<file path="config.mk">
export PLATFORM = sky130hd
export DESIGN_NAME = bcd_cal_alarm
export DESIGN_NICKNAME = d
export VERILOG_FILES = /design/src/rtl/cal_pkg.sv /design/src/rtl/cal_bcd_field.sv /design/src/rtl/cal_alarm_match.sv /design/src/rtl/bcd_cal_alarm.sv
export SDC_FILE = /design/constraint.sdc
export NUM_CORES = 1
export LEC_CHECK = 0
export ABC_AREA = 1
export BUFFER_PORTS_ARGS = -buffer_cell sky130_fd_sc_hd__clkbuf_2
export CELL_PAD_IN_SITES_DETAIL_PLACEMENT = 1
export CELL_PAD_IN_SITES_GLOBAL_PLACEMENT = 1
export CORE_ASPECT_RATIO = 1.75
export CORE_MARGIN = 2
export CORE_UTILIZATION = 50
export CTS_BUF_LIST = sky130_fd_sc_hd__clkbuf_8
export DETAILED_ROUTE_END_ITERATION = 16
export PLACE_DENSITY_LB_ADDON = 0.1
export SLEW_MARGIN = 20
export SYNTH_ARGS = -nofsm -noshare
export SYNTH_HDL_FRONTEND = slang
export SYNTH_SLANG_ARGS = --single-unit
export TNS_END_PERCENT = 1
</file>
<file path="constraint.sdc">
create_clock -name clk -period 4.8 [get_ports clk]
set_input_delay 0.24 -clock clk [delete_from_list [all_inputs] [get_ports clk]]
set_output_delay 0.24 -clock clk [all_outputs]
set_load 0.02 [all_outputs]
</file>
<file path="src/rtl/cal_pkg.sv">
package cal_pkg;
    localparam int REG_W  = 8;
    localparam int N_TIME = 3;

    typedef enum logic [0:0] {
        ST_IDLE = 1'b0,
        ST_STEP = 1'b1
    } cal_state_e;

    localparam logic [7:0] A_CTRL  = 8'h14;
    localparam logic [7:0] A_SEC   = 8'h15;
    localparam logic [7:0] A_MIN   = 8'h16;
    localparam logic [7:0] A_HR    = 8'h17;
    localparam logic [7:0] A_DAYL  = 8'h18;
    localparam logic [7:0] A_DAYH  = 8'h19;
    localparam logic [7:0] A_AMIN  = 8'h1A;
    localparam logic [7:0] A_AHR   = 8'h1B;
    localparam logic [7:0] A_ADAYL = 8'h1C;
    localparam logic [7:0] A_ADAYH = 8'h1D;

    localparam int B_BUSY   = 7;
    localparam int B_DAY_EN = 5;
    localparam int B_HR_EN  = 4;
    localparam int B_MIN_EN = 3;
    localparam int B_FLAG   = 2;
    localparam int B_IRQ_EN = 1;
    localparam int B_RUN    = 0;

    // index 0 = seconds, 1 = minutes, 2 = hours
    localparam logic [7:0] FIELD_MAX  [N_TIME] = '{8'h59, 8'h59, 8'h23};
    localparam logic [7:0] FIELD_MASK [N_TIME] = '{8'h7F, 8'h7F, 8'h3F};
    localparam logic [7:0] FIELD_ADDR [N_TIME] = '{8'h15, 8'h16, 8'h17};
endpackage

</file>
<file path="src/rtl/cal_bcd_field.sv">
module cal_bcd_field #(
    parameter int         W       = 8,
    parameter logic [7:0] MAX_BCD = 8'h59
) (
    input  logic [W-1:0] cur_i,
    output logic [W-1:0] nxt_o,
    output logic         at_max_o
);
    logic [3:0] ones;
    logic [3:0] tens;

    assign ones     = cur_i[3:0];
    assign tens     = cur_i[7:4];
    assign at_max_o = (cur_i == W'(MAX_BCD));

    always_comb begin
        if (at_max_o) begin
            nxt_o = '0;
        end else if (ones >= 4'd9) begin
            nxt_o = W'({tens + 4'd1, 4'd0});
        end else begin
            nxt_o = W'({tens, ones + 4'd1});
        end
    end
endmodule

</file>
<file path="src/rtl/cal_alarm_match.sv">
module cal_alarm_match #(
    parameter int DAY_W = 15
) (
    input  logic [7:0]       min_i,
    input  logic [7:0]       hr_i,
    input  logic [DAY_W-1:0] day_i,
    input  logic [7:0]       amin_i,
    input  logic [7:0]       ahr_i,
    input  logic [DAY_W-1:0] aday_i,
    input  logic             min_en_i,
    input  logic             hr_en_i,
    input  logic             day_en_i,
    output logic             hit_o
);
    logic min_ok, hr_ok, day_ok;

    assign min_ok = !min_en_i || (min_i == amin_i);
    assign hr_ok  = !hr_en_i  || (hr_i  == ahr_i);
    assign day_ok = !day_en_i || (day_i == aday_i);
    assign hit_o  = min_ok && hr_ok && day_ok;
endmodule

</file>
<file path="src/rtl/bcd_cal_alarm.sv">
module bcd_cal_alarm
    import cal_pkg::*;
#(
    parameter int DAY_W = 15
) (
    input  logic       clk,
    input  logic       rst_n,
    input  logic       tick_i,
    input  logic [7:0] reg_addr_i,
    input  logic       reg_wr_i,
    input  logic [7:0] reg_wdata_i,
    output logic [7:0] reg_rdata_o,
    output logic       irq_o
);
    localparam int DAY_HI_W = DAY_W - 8;

    cal_state_e state_q, state_d;
    logic       busy;

    logic [7:0]       tm_q   [N_TIME];
    logic [7:0]       tm_nxt [N_TIME];
    logic [7:0]       tm_new [N_TIME];
    logic [N_TIME-1:0] tm_max;
    logic [N_TIME:0]  carry;
    logic [DAY_W-1:0] day_q, day_new;

    logic [7:0]       amin_q, ahr_q;
    logic [DAY_W-1:0] aday_q;
    logic run_q, irq_en_q, min_en_q, hr_en_q, day_en_q, flag_q;
    logic hit, ctrl_wr;

    // state register
    always_ff @(posedge clk or negedge rst_n) begin
        if (!rst_n) state_q <= ST_IDLE;
        else        state_q <= state_d;
    end

    // transitions: T_TICK (IDLE->STEP), T_DONE (STEP->IDLE)
    always_comb begin
        state_d = state_q;
        unique case (state_q)
            ST_IDLE: if (tick_i && run_q) state_d = ST_STEP;
            ST_STEP: state_d = ST_IDLE;
        endcase
    end

    // state outputs
    always_comb begin
        busy = 1'b0;
        unique case (state_q)
            ST_IDLE: busy = 1'b0;
            ST_STEP: busy = 1'b1;
        endcase
    end

    assign carry[0] = 1'b1;
    for (genvar g = 0; g < N_TIME; g++) begin : g_field
        cal_bcd_field #(.W(8), .MAX_BCD(FIELD_MAX[g])) u_field (
            .cur_i   (tm_q[g]),
            .nxt_o   (tm_nxt[g]),
            .at_max_o(tm_max[g])
        );
        assign carry[g+1] = carry[g] && tm_max[g];
        assign tm_new[g]  = carry[g] ? tm_nxt[g] : tm_q[g];
    end
    assign day_new = carry[N_TIME] ? day_q + DAY_W'(1) : day_q;

    cal_alarm_match #(.DAY_W(DAY_W)) u_match (
        .min_i   (tm_new[1]),
        .hr_i    (tm_new[2]),
        .day_i   (day_new),
        .amin_i  (amin_q),
        .ahr_i   (ahr_q),
        .aday_i  (aday_q),
        .min_en_i(min_en_q),
        .hr_en_i (hr_en_q),
        .day_en_i(day_en_q),
        .hit_o   (hit)
    );

    // time-of-day and day counter
    always_ff @(posedge clk or negedge rst_n) begin
        if (!rst_n) begin
            for (int i = 0; i < N_TIME; i++) tm_q[i] <= '0;
            day_q <= '0;
        end else if (busy) begin
            for (int i = 0; i < N_TIME; i++) tm_q[i] <= tm_new[i];
            day_q <= day_new;
        end else if (reg_wr_i) begin
            for (int i = 0; i < N_TIME; i++)
                if (reg_addr_i == FIELD_ADDR[i]) tm_q[i] <= reg_wdata_i & FIELD_MASK[i];
            if (reg_addr_i == A_DAYL) day_q[7:0]       <= reg_wdata_i;
            if (reg_addr_i == A_DAYH) day_q[DAY_W-1:8] <= reg_wdata_i[DAY_HI_W-1:0];
        end
    end

    // alarm registers
    always_ff @(posedge clk or negedge rst_n) begin
        if (!rst_n) begin
            amin_q <= '0;
            ahr_q  <= '0;
            aday_q <= '0;
        end else if (reg_wr_i) begin
            if (reg_addr_i == A_AMIN)  amin_q <= reg_wdata_i & FIELD_MASK[1];
            if (reg_addr_i == A_AHR)   ahr_q  <= reg_wdata_i & FIELD_MASK[2];
            if (reg_addr_i == A_ADAYL) aday_q[7:0]       <= reg_wdata_i;
            if (reg_addr_i == A_ADAYH) aday_q[DAY_W-1:8] <= reg_wdata_i[DAY_HI_W-1:0];
        end
    end

    // control bits and sticky alarm flag
    assign ctrl_wr = reg_wr_i && (reg_addr_i == A_CTRL);

    always_ff @(posedge clk or negedge rst_n) begin
        if (!rst_n) begin
            run_q    <= 1'b0;
            irq_en_q <= 1'b0;
            min_en_q <= 1'b0;
            hr_en_q  <= 1'b0;
            day_en_q <= 1'b0;
            flag_q   <= 1'b0;
        end else begin
            if (ctrl_wr) begin
                run_q    <= reg_wdata_i[B_RUN];
                irq_en_q <= reg_wdata_i[B_IRQ_EN];
                min_en_q <= reg_wdata_i[B_MIN_EN];
                hr_en_q  <= reg_wdata_i[B_HR_EN];
                day_en_q <= reg_wdata_i[B_DAY_EN];
            end
            if (busy && carry[1] && hit)             flag_q <= 1'b1;
            else if (ctrl_wr && reg_wdata_i[B_FLAG]) flag_q <= 1'b0;
        end
    end

    // read port
    always_comb begin
        reg_rdata_o = '0;
        case (reg_addr_i)
            A_CTRL:  reg_rdata_o = {busy, 1'b0, day_en_q, hr_en_q, min_en_q,
                                    flag_q, irq_en_q, run_q};
            A_SEC:   reg_rdata_o = tm_q[0];
            A_MIN:   reg_rdata_o = tm_q[1];
            A_HR:    reg_rdata_o = tm_q[2];
            A_DAYL:  reg_rdata_o = day_q[7:0];
            A_DAYH:  reg_rdata_o = 8'(day_q[DAY_W-1:8]);
            A_AMIN:  reg_rdata_o = amin_q;
            A_AHR:   reg_rdata_o = ahr_q;
            A_ADAYL: reg_rdata_o = aday_q[7:0];
            A_ADAYH: reg_rdata_o = 8'(aday_q[DAY_W-1:8]);
            default: reg_rdata_o = '0;
        endcase
    end

    assign irq_o = flag_q && irq_en_q;
endmodule

</file>
==> results of run 1 <==
==> flip-flops by register name, indices dropped and copies added, names as in the netlist <==
register and flops:
day_q 15, day_en_q 1, amin_q 7, min_en_q 1, aday_q 15, state_q 1, tm_q 24, flag_q 1
hr_en_q 1, ahr_q 6, run_q 1, irq_en_q 1
==> logic make-up after synthesis <==
group	Yosys count	share of synthesized area
compound gates	128	0.1504
xor+xnor	13	0.02064
fa+ha+maj	16	0.03630
buf+inv	132	0.09914
flops	74	0.3358
simple gates	458	0.3578
==> final timing paths <==
path	depth (start not counted)	end	slack (ns)	startpoint
worst max-delay path	16	flag_q$_DFFE_PN0P_	2.05	tm_q[17]$_DFFE_PN0P_
worst min register to register	2	ahr_q[3]$_DFFE_PN0P_	0.52	ahr_q[3]$_DFFE_PN0P_
max in group asynchronous	1	ahr_q[4]$_DFFE_PN0P_	4.12	rst_n
worst max register to register	16	flag_q$_DFFE_PN0P_	2.05	tm_q[17]$_DFFE_PN0P_
min in group clk	3	state_q$_DFF_PN0_	0.08	tick_i
worst min-delay path	1	aday_q[8]$_DFFE_PN0P_	0.02	rst_n
==> report_power, final <==
part           switching [mW]  internal [mW]  total [mW]  leakage [nW]
registers               0.293          0.775        1.07         0.915
clock network           0.256          0.356       0.612         0.118
logic                   0.763          0.424        1.19          2.05
total                    1.31           1.55        2.87          3.09
==> cell type report <==
type	count	area, sq um
inverter	113	436.7
clock buffer	10	137.6
tap	130	162.7
multi-input combinational	615	3117
clock inverter	5	102.6
fill	1470	4740
sequential	74	1852
timing repair buffer	29	150.1
==> per-layer routing <==
layer / GRT usage / up-vias / wire, um
li1: - / 2734 / -
met1: 0.3861 / 2924 / 7599
met2: 0.6770 / 265 / 10950
met3: 0.06301 / 110 / 1187
met4: 0.3149 / 0 / 2132
met5: 0 / - / 0
==> critical path, cell delays in order, from the launching register on <==
cell     delay [ns]
dfrtp_1        0.42
inv_1          0.12
ha_1           0.21
nand3_2        0.12
nor2_4         0.33
nand2_4        0.23
nor2_8         0.33
nand2_1        0.13
nand3_1        0.09
nand2_1        0.07
nor2_1         0.19
nand2_1        0.09
nor2_1         0.12
nand2_1        0.07
nand2_1        0.06
nand2_1        0.05
nand2_1        0.06
==> synthesized netlist by cell type <==
cell	n	area share
a21oi_1	12	0.011
a221oi_1	9	0.014
a22o_1	1	0.0016
a22oi_1	1	0.0014
a31oi_1	2	0.0023
buf_1	1	0.00068
buf_12	1	0.0036
buf_2	6	0.0054
buf_6	2	0.0041
clkbuf_1	9	0.0061
clkinv_8	1	0.0029
dfrtp_1	74	0.34
ha_1	16	0.036
inv_1	110	0.075
inv_2	2	0.0014
nand2_1	290	0.20
nand2_2	12	0.014
nand2_4	1	0.0020
nand3_1	60	0.054
nand3_2	2	0.0036
nand3_4	1	0.0032
nand3b_1	6	0.0082
nand3b_4	1	0.0036
nand4_1	12	0.014
nor2_1	64	0.044
nor2_2	2	0.0023
nor2_4	2	0.0041
nor2_8	1	0.0036
nor3_1	3	0.0027
nor3_2	1	0.0018
o2111ai_1	4	0.0064
o211ai_1	3	0.0041
o21ai_0	50	0.045
o21ai_2	1	0.0016
o221ai_1	25	0.040
o22ai_1	19	0.022
o31ai_1	1	0.0014
xnor2_1	4	0.0064
xor2_1	9	0.014
==> cells in the final DEF (no fill, tap or decap), drive strengths merged <==
cell type  count
nand2        303
inv          112
dfrtp         74
nor2          69
nand3         63
o21ai         51
clkbuf        37
o221ai        25
o22ai         19
ha            16
nand4         12
a21oi         12
a221oi         9
xor2           9
nand3b         7
o2111ai        4
xnor2          4
nor3           4
o211ai         3
bufinv         3
a31oi          2
buf            2
clkinv         2
a22o           1
a22oi          1
o31ai          1
clkinvlp       1
==> stage by stage <==
stage                     worst slack (ns)  utilization  std cells  hold WS [ns]  cell area [sq um]
final                                2.050       0.5570        976       0.01629               5958
after floorplan                      2.791            -        821      -0.05559               5515
after detailed placement             2.126       0.5345        961        0.4593               5718
after global placement               2.286       0.5345        961        0.4483               5718
after global routing                 1.858       0.5570        976       0.08622               5958
after CTS                            2.090       0.5570        976       0.06848               5958
==> flow_summary.ini, run 1 <==
[pwr]
power_mw = 2.866
p_per_area_mw_per_mm2 = 481.1
ir_worst_vdd_mv = 0.2301
p_leak_nw = 3.087

[final_layout]
drive_gt1_frac = 0.08392
area_delta_synth_final_pct = 8.031
final_nets = 878
n_antenna_cell = 0

[timing]
period_share = 0.5729
rsz0062_at_grt = false
tightest_slew_ns = 1.035
report.final.slew_viol_count = 0
fmax_ghz = 0.3637
period_minus_slack_ns = 2.750
setup_viol = 0
slew_headroom = 0.3091
finalHoldViolations = 0
skew_ns = 0.01242
fin_setup_tns_ns = 0

[setup_path]
critPathArrivalTime_ns = 3.06
path_class = flop to flop
cp-start-kind = flop
critPathRequiredTime_ns = 5.11
path_max_fanout = 15
cp-end-kind = flop

[global_route]
grt_max_degree = 75
grt-ovfl-total = 0
grt_pass1_wl_um = 34640
grt_antenna_before_repair = 0
grt_pass1_vias = 6534
grtUsageTotal = 0.3806

[floorplanning]
die_h_um = 142.9
io_pins = 29
start_util = 0.5156
dieArea_sq_mm = 0.01192
die_w_um = 83.39
rows = 50
core_sq_mm = 0.01070

[cts]
post-cts-setup-buffer-count = 0
cts_resized = 0
clk_pin_slew_ns = 0.08
cts-root-buf = clkbuf_8
clk_latency_ns = 0.38
cts_sinks = 74
cts_tree = built
clk_path_buf_depth = 2
cts_buffers = 9
hold_buffers = 0
h-tree-depth = 3

[drt]
routed_via_density = 6.181
final_antenna_net_count = 0
drc_errors = 0
wl_per_cell_um = 22.41
drtIter0Drc = 386
num_vias = 6033
drt_first_pass_iters = 5
drt-total-wl_um = 21870

[placed_design]
gp_congestion = 1.001
port_buffers = 28
hpwl_um = 17040

[logic_synthesis]
syn_inst = 821
postSynthAreaPerCell_sq_um = 6.718
syn_nets = 857
yosys_warnings = 0
ys_seq_area_frac = 0.3358
ys_ff_latch = 74
ys_types = 39
syn_area_sq_mm = 0.005515

[run_status]
status = complete, no violations

[hold_path]
hp-class = input pin to asynchronous set/reset pin

[run]
cap_viol_max_count = 0
Power figures use the tool's default switching activity.
==> run 2, diff against run 1 <==
--- a/config.mk
+++ b/config.mk
@@ -11,7 +11,7 @@
 export CELL_PAD_IN_SITES_GLOBAL_PLACEMENT = 1
 export CORE_ASPECT_RATIO = 1.75
 export CORE_MARGIN = 2
-export CORE_UTILIZATION = 50
+export CORE_UTILIZATION = 46
 export CTS_BUF_LIST = sky130_fd_sc_hd__clkbuf_8
 export DETAILED_ROUTE_END_ITERATION = 16
 export PLACE_DENSITY_LB_ADDON = 0.1
==> constraint.sdc (replaced) <==
create_clock -name clk -period 2.9 [get_ports clk]
set_input_delay 0.145 -clock clk [delete_from_list [all_inputs] [get_ports clk]]
set_output_delay 0.145 -clock clk [all_outputs]
set_load 0.02 [all_outputs]
==> flow_summary.ini, run 2 (synthesis results as in run 1) <==
[run_status]
status = complete, no violations

[drt]
wl_per_cell_um = 22.95
drt_first_pass_iters = 5
drc_errors = 0
drtIter0Drc = 369
final_antenna_net_count = 0
drt-total-wl_um = 22790
routed_via_density = 6.108
num_vias = 6065

[setup_path]
r2r-start = tm_q[9]$_DFFE_PN0P_
cp-start-kind = flop
r2r_end = flag_q$_DFFE_PN0P_
path_max_fanout = 11
cp-end-kind = flop
rrSetupSlack_ns = 0.25
path_class = flop to flop
slowest_delay_ns = 0.50
critPathRequiredTime_ns = 3.15
worstPathCellList = inv_1 -> ha_1 -> nand3_1 -> nor2_4 -> nand2_4 -> nor2_8 -> buf_4 -> nand2_2 -> nand2_1 -> nand2_1 -> nand2_1 -> nor2_1 -> nand2_1 -> nor2_1 -> nand2_1 -> nand2_1 -> nand2_1 -> nand2_1
critPathArrivalTime_ns = 2.90
cpMaxStageDelayCell = dfrtp_1
reg2regPathDepth = 18
path_common_cell = nand2_1

[cts]
clk_latency_ns = 0.38
cts_tree = built
clk_pin_slew_ns = 0.09
clk_path_buf_depth = 2
cts_buffers = 9
h-tree-depth = 3
cts-root-buf = clkbuf_8
cts_sinks = 74

[final_layout]
largest_reg_flops = 24
layout_common_cells = 290 x nand2_1, 111 x inv_1, 73 x dfrtp_1
final_nets = 889
n_antenna_cell = 0
area_delta_synth_final_pct = 10.39
largestRegisters = tm_q x24, aday_q x15, day_q x15
final_cells = 993
stdcell_area_sq_mm = 0.006088
final_common_cell = nand2_1
largest-register = tm_q
drive_gt1_frac = 0.09441
finish.utilization = 0.5228

[placed_design]
numPlacedInstances = 970
dpl-instance-area_sq_mm = 0.005754
port_buffers = 28
hpwl_um = 17910
gp_congestion = 0.9681

[pwr]
p_per_area_mw_per_mm2 = 783.3
ir_worst_vdd_mv = 0.3826
p_leak_nw = 3.155

[run]
cap_viol_max_count = 0

[global_route]
grt-ovfl-total = 0
grtUsageTotal = 0.3658
grt_antenna_before_repair = 0
grt_pass1_wl_um = 35230
grt_pass1_vias = 6495
grt_max_degree = 75

[timing]
setup_viol = 0
fin_setup_tns_ns = 0
period_share = 0.9138
tightest_slew_ns = 0.8429
report.final.slew_viol_count = 0
period_minus_slack_ns = 2.650
finalHoldViolations = 0
slew_headroom = 0.4360
fin_hold_ws_ns = 0.01885
skew_ns = 0.01466
rsz0062_at_grt = false
fmax_ghz = 0.3774

[floorplanning]
start_util = 0.4736
core_sq_mm = 0.01165
die_w_um = 86.77
dieArea_sq_mm = 0.01292
die_h_um = 148.9
io_pins = 29
rows = 52

[hold_path]
hold_path_end = aday_q[7]$_DFFE_PN0P_
min_path_cells = 3
min_from = reg_wdata_i[7]
hp-class = input pin to flop
==> run 2: changes by cell type in the layout (fill, tap and decap cells not counted) <==
| cell | before | now |
|---|---|---|
| clkbuf_8 | 10 | 9 |
| dfrtp_1 | 74 | 73 |
| buf_12 | 0 | 1 |
| buf_16 | 0 | 1 |
| clkinv_4 | 0 | 2 |
| inv_1 | 110 | 111 |
| dfrtp_2 | 0 | 1 |
| clkinv_2 | 1 | 0 |
| dlygate4sd3_1 | 0 | 2 |
| buf_4 | 2 | 9 |
==> run 2: layer usage <==
metal,routed length [um],global-route usage
met5,0,0
met4,2306,0.3172
met3,940,0.05147
met2,11670,0.6454
met1,7871,0.3630
==> run 2: repair_timing <==
action | in CTS | in global routing
setup buffers | 0 | 4
endpoints found under the hold margin | 75 | 0
setup endpoints to repair | 0 | 1
hold buffers | 2 | 0
resized for setup | 0 | 1
==> run 2: worst max-delay path, delay by kind of cell, from the launching register on <==
| family | cells | cell delay, ns |
|---|---|---|
| adder cells (fa/ha/maj) | 1 | 0.21 |
| flip-flops | 1 | 0.50 |
| AND/OR/NAND/NOR | 15 | 1.46 |
| buffers and inverters | 2 | 0.35 |
==> run 2: cell type report <==
class | count | area (sq um)
clock buffers | 9 | 123.9
clock inverters | 7 | 118.9
fillers | 1603 | 5558
inverters | 113 | 436.7
multi-input cells | 615 | 3117
flip-flops and latches | 74 | 1853
well taps | 135 | 168.9
repair buffers | 40 | 270.3
==> run 2: worst max path at each step <==
stage                               startpoint                  to  cells after the start
after global routing       tm_q[9]$_DFFE_PN0P_  flag_q$_DFFE_PN0P_                     18
after floorplan           tm_q[17]$_DFFE_PN0P_  flag_q$_DFFE_PN0P_                     18
after CTS                  tm_q[8]$_DFFE_PN0P_  flag_q$_DFFE_PN0P_                     15
final                      tm_q[9]$_DFFE_PN0P_  flag_q$_DFFE_PN0P_                     18
after global placement     tm_q[8]$_DFFE_PN0P_  flag_q$_DFFE_PN0P_                     15
after detailed placement   tm_q[8]$_DFFE_PN0P_  flag_q$_DFFE_PN0P_                     15
==> run 2: stage by stage <==
stage / power, mW / worst slack [ns]
3_5_place_dp: 3.711 / 0.1898
3_3_place_gp: 3.591 / 0.2562
4_1_cts: 4.733 / 0.1558
6_report: 4.769 / 0.2500
5_1_grt: 5.092 / 0.07950
2_1_floorplan: 3.079 / 0.8906
==> run 2: report_power, final <==
group / switching, mW / internal (mW) / leakage [nW] / total [mW]
registers: 0.490 / 1.28 / 0.914 / 1.77
logic: 1.27 / 0.707 / 2.12 / 1.97
clock network: 0.449 / 0.571 / 0.121 / 1.02
total: 2.21 / 2.56 / 3.15 / 4.77
==> run 3, diff against run 2 <==
--- a/config.mk
+++ b/config.mk
@@ -14,7 +14,7 @@
 export CORE_UTILIZATION = 46
 export CTS_BUF_LIST = sky130_fd_sc_hd__clkbuf_8
 export DETAILED_ROUTE_END_ITERATION = 16
-export PLACE_DENSITY_LB_ADDON = 0.1
+export PLACE_DENSITY = 0.92
 export SLEW_MARGIN = 20
 export SYNTH_ARGS = -nofsm -noshare
 export SYNTH_HDL_FRONTEND = slang
==> flow_summary.ini, run 3 (synthesis results as in run 1) <==
[global_route]
grt_max_degree = 75
grtUsageTotal = 0.3642
grt_pass1_vias = 6739
grt_pass1_wl_um = 35260
grt_antenna_before_repair = 0
grt-ovfl-total = 0

[setup_path]
critPathArrivalTime_ns = 2.97
cp-start-kind = flop
slowest_delay_ns = 0.54
worstPathCellList = ha_1 -> nand3_1 -> nor2_4 -> nand2_4 -> nor2_8 -> nand2_1 -> nand3_1 -> nand2_1 -> nor2_1 -> nand2_1 -> nor2_1 -> nand2_1 -> nand2_1 -> nand2_1 -> nand2_1
critPathRequiredTime_ns = 3.21
path_class = flop to flop
path_common_cell = nand2_1
cpMaxStageDelayCell = dfrtp_1
path_max_fanout = 15
cp-end-kind = flop

[timing]
fin_setup_tns_ns = 0
rsz0062_at_grt = false
period_minus_slack_ns = 2.665
slew_headroom = 0.3123
setup_viol = 0
fmax_ghz = 0.3753
period_share = 0.9189
skew_ns = 0.01199
tightest_slew_ns = 1.031
fin_hold_ws_ns = 0.05278
report.final.slew_viol_count = 0
finalHoldViolations = 0

[cts]
clk_path_buf_depth = 2
post-cts-setup-buffer-count = 0
cts_tree = built
cts_sinks = 74
clk_pin_slew_ns = 0.08
cts_buffers = 9
clk_latency_ns = 0.37
cts-root-buf = clkbuf_8
h-tree-depth = 3

[pwr]
p_sw_mw = 2.206
ir_worst_vdd_mv = 0.3337
switching_share = 0.4669
seqPwrFrac = 0.374
clkPwrFrac = 0.200
p_int_mw = 2.520
p_per_area_mw_per_mm2 = 785.6
combPwrFrac = 0.426
p_leak_nw = 3.115

[placed_design]
dpl-instance-area_sq_mm = 0.005769
numPlacedInstances = 972
port_buffers = 28
hpwl_um = 17330
gp_congestion = 0.9985

[final_layout]
multi_input_area_sq_mm = 0.003117
fillers = 1595
stdcell_area_sq_mm = 0.006016
largest_reg_flops = 24
final_cells = 989
area_delta_synth_final_pct = 9.074
final_common_cell = nand2_1
layout_common_cells = 290 x nand2_1, 110 x inv_1, 74 x dfrtp_1
regArea_sq_mm = 0.001852
largest-register = tm_q
final_nets = 886
drive_gt1_frac = 0.09016
n_antenna_cell = 0
largestRegisters = tm_q x24, aday_q x15, day_q x15

[drt]
drtIter0Drc = 423
drt-total-wl_um = 22320
drc_errors = 0
num_vias = 6174
wl_per_cell_um = 22.57
routed_via_density = 6.243
final_antenna_net_count = 0
drt_first_pass_iters = 6

[floorplanning]
start_util = 0.4736
rows = 52
core_sq_mm = 0.01165
dieArea_sq_mm = 0.01292
die_w_um = 86.77
io_pins = 29
die_h_um = 148.9

[run]
cap_viol_max_count = 0

[hold_path]
hp-class = input pin to flop

[run_status]
status = complete, no violations
[run 3: power groups by stage]
stage	Sequential, mW	Combinational, mW	Clock (mW)
after floorplan	1.54	1.54	0
after global placement	1.75	1.83	0
after detailed placement	1.77	1.97	0
after CTS	1.75	2.00	0.949
after global routing	1.80	2.29	0.975
final	1.77	2.01	0.946
[run 3: layer usage]
layer  share of wire  wire (um)  global-route usage  vias to the layer above
met4            0.10       2303              0.3281                        0
met3           0.055       1224             0.05423                      135
met2            0.51      11310              0.6296                      292
met1            0.33       7476              0.3658                     2994
li1                -          -                   -                     2753
met5               0          0                   0                        -
[run 3: worst max-delay path, delay by kind of cell (launching register included)]
kind / cells / cell delay [ns]
simple gates: 14 / 1.80
flops: 1 / 0.54
fa+ha+maj: 1 / 0.25
[run 3: what timing repair did]
action,in CTS,in global routing
endpoints found under the hold margin,70,0
gates resized for setup,0,0
endpoints found under the setup margin,0,0
hold buffers,2,0
[run 3: cell type report]
type,count,area share
Clock buffer,11,0.02517
Sequential cell,74,0.3078
Clock inverter,4,0.01248
Multi-Input combinational cell,615,0.5181
Tap cell,135,0.02808
Inverter,113,0.07259
Timing Repair Buffer,37,0.03577
[run 3: worst paths after layout]
path                                       startpoint               endpoint  slack (ns)  cells past startpoint
worst max-delay path              tm_q[8]$_DFFE_PN0P_     flag_q$_DFFE_PN0P_        0.24                     15
worst min-delay path                   reg_wdata_i[7]  aday_q[7]$_DFFE_PN0P_        0.05                      3
worst max register to register    tm_q[8]$_DFFE_PN0P_     flag_q$_DFFE_PN0P_        0.24                     15
worst min register to register  aday_q[9]$_DFFE_PN0P_  aday_q[9]$_DFFE_PN0P_        0.54                      2
max in group asynchronous                       rst_n  day_q[11]$_DFFE_PN0P_        1.74                      2
min in group asynchronous                       rst_n   day_q[2]$_DFFE_PN0P_        0.44                      2
[run 3: through the flow]
step	util	total power [mW]	setup slack (ns)
final	0.5165	4.726	0.2353
after CTS	0.5165	4.698	0.2655
after global placement	0.4954	3.579	0.4266
after floorplan	-	3.079	0.8906
after global routing	0.5165	5.064	0.01539
after detailed placement	0.4954	3.738	0.3143
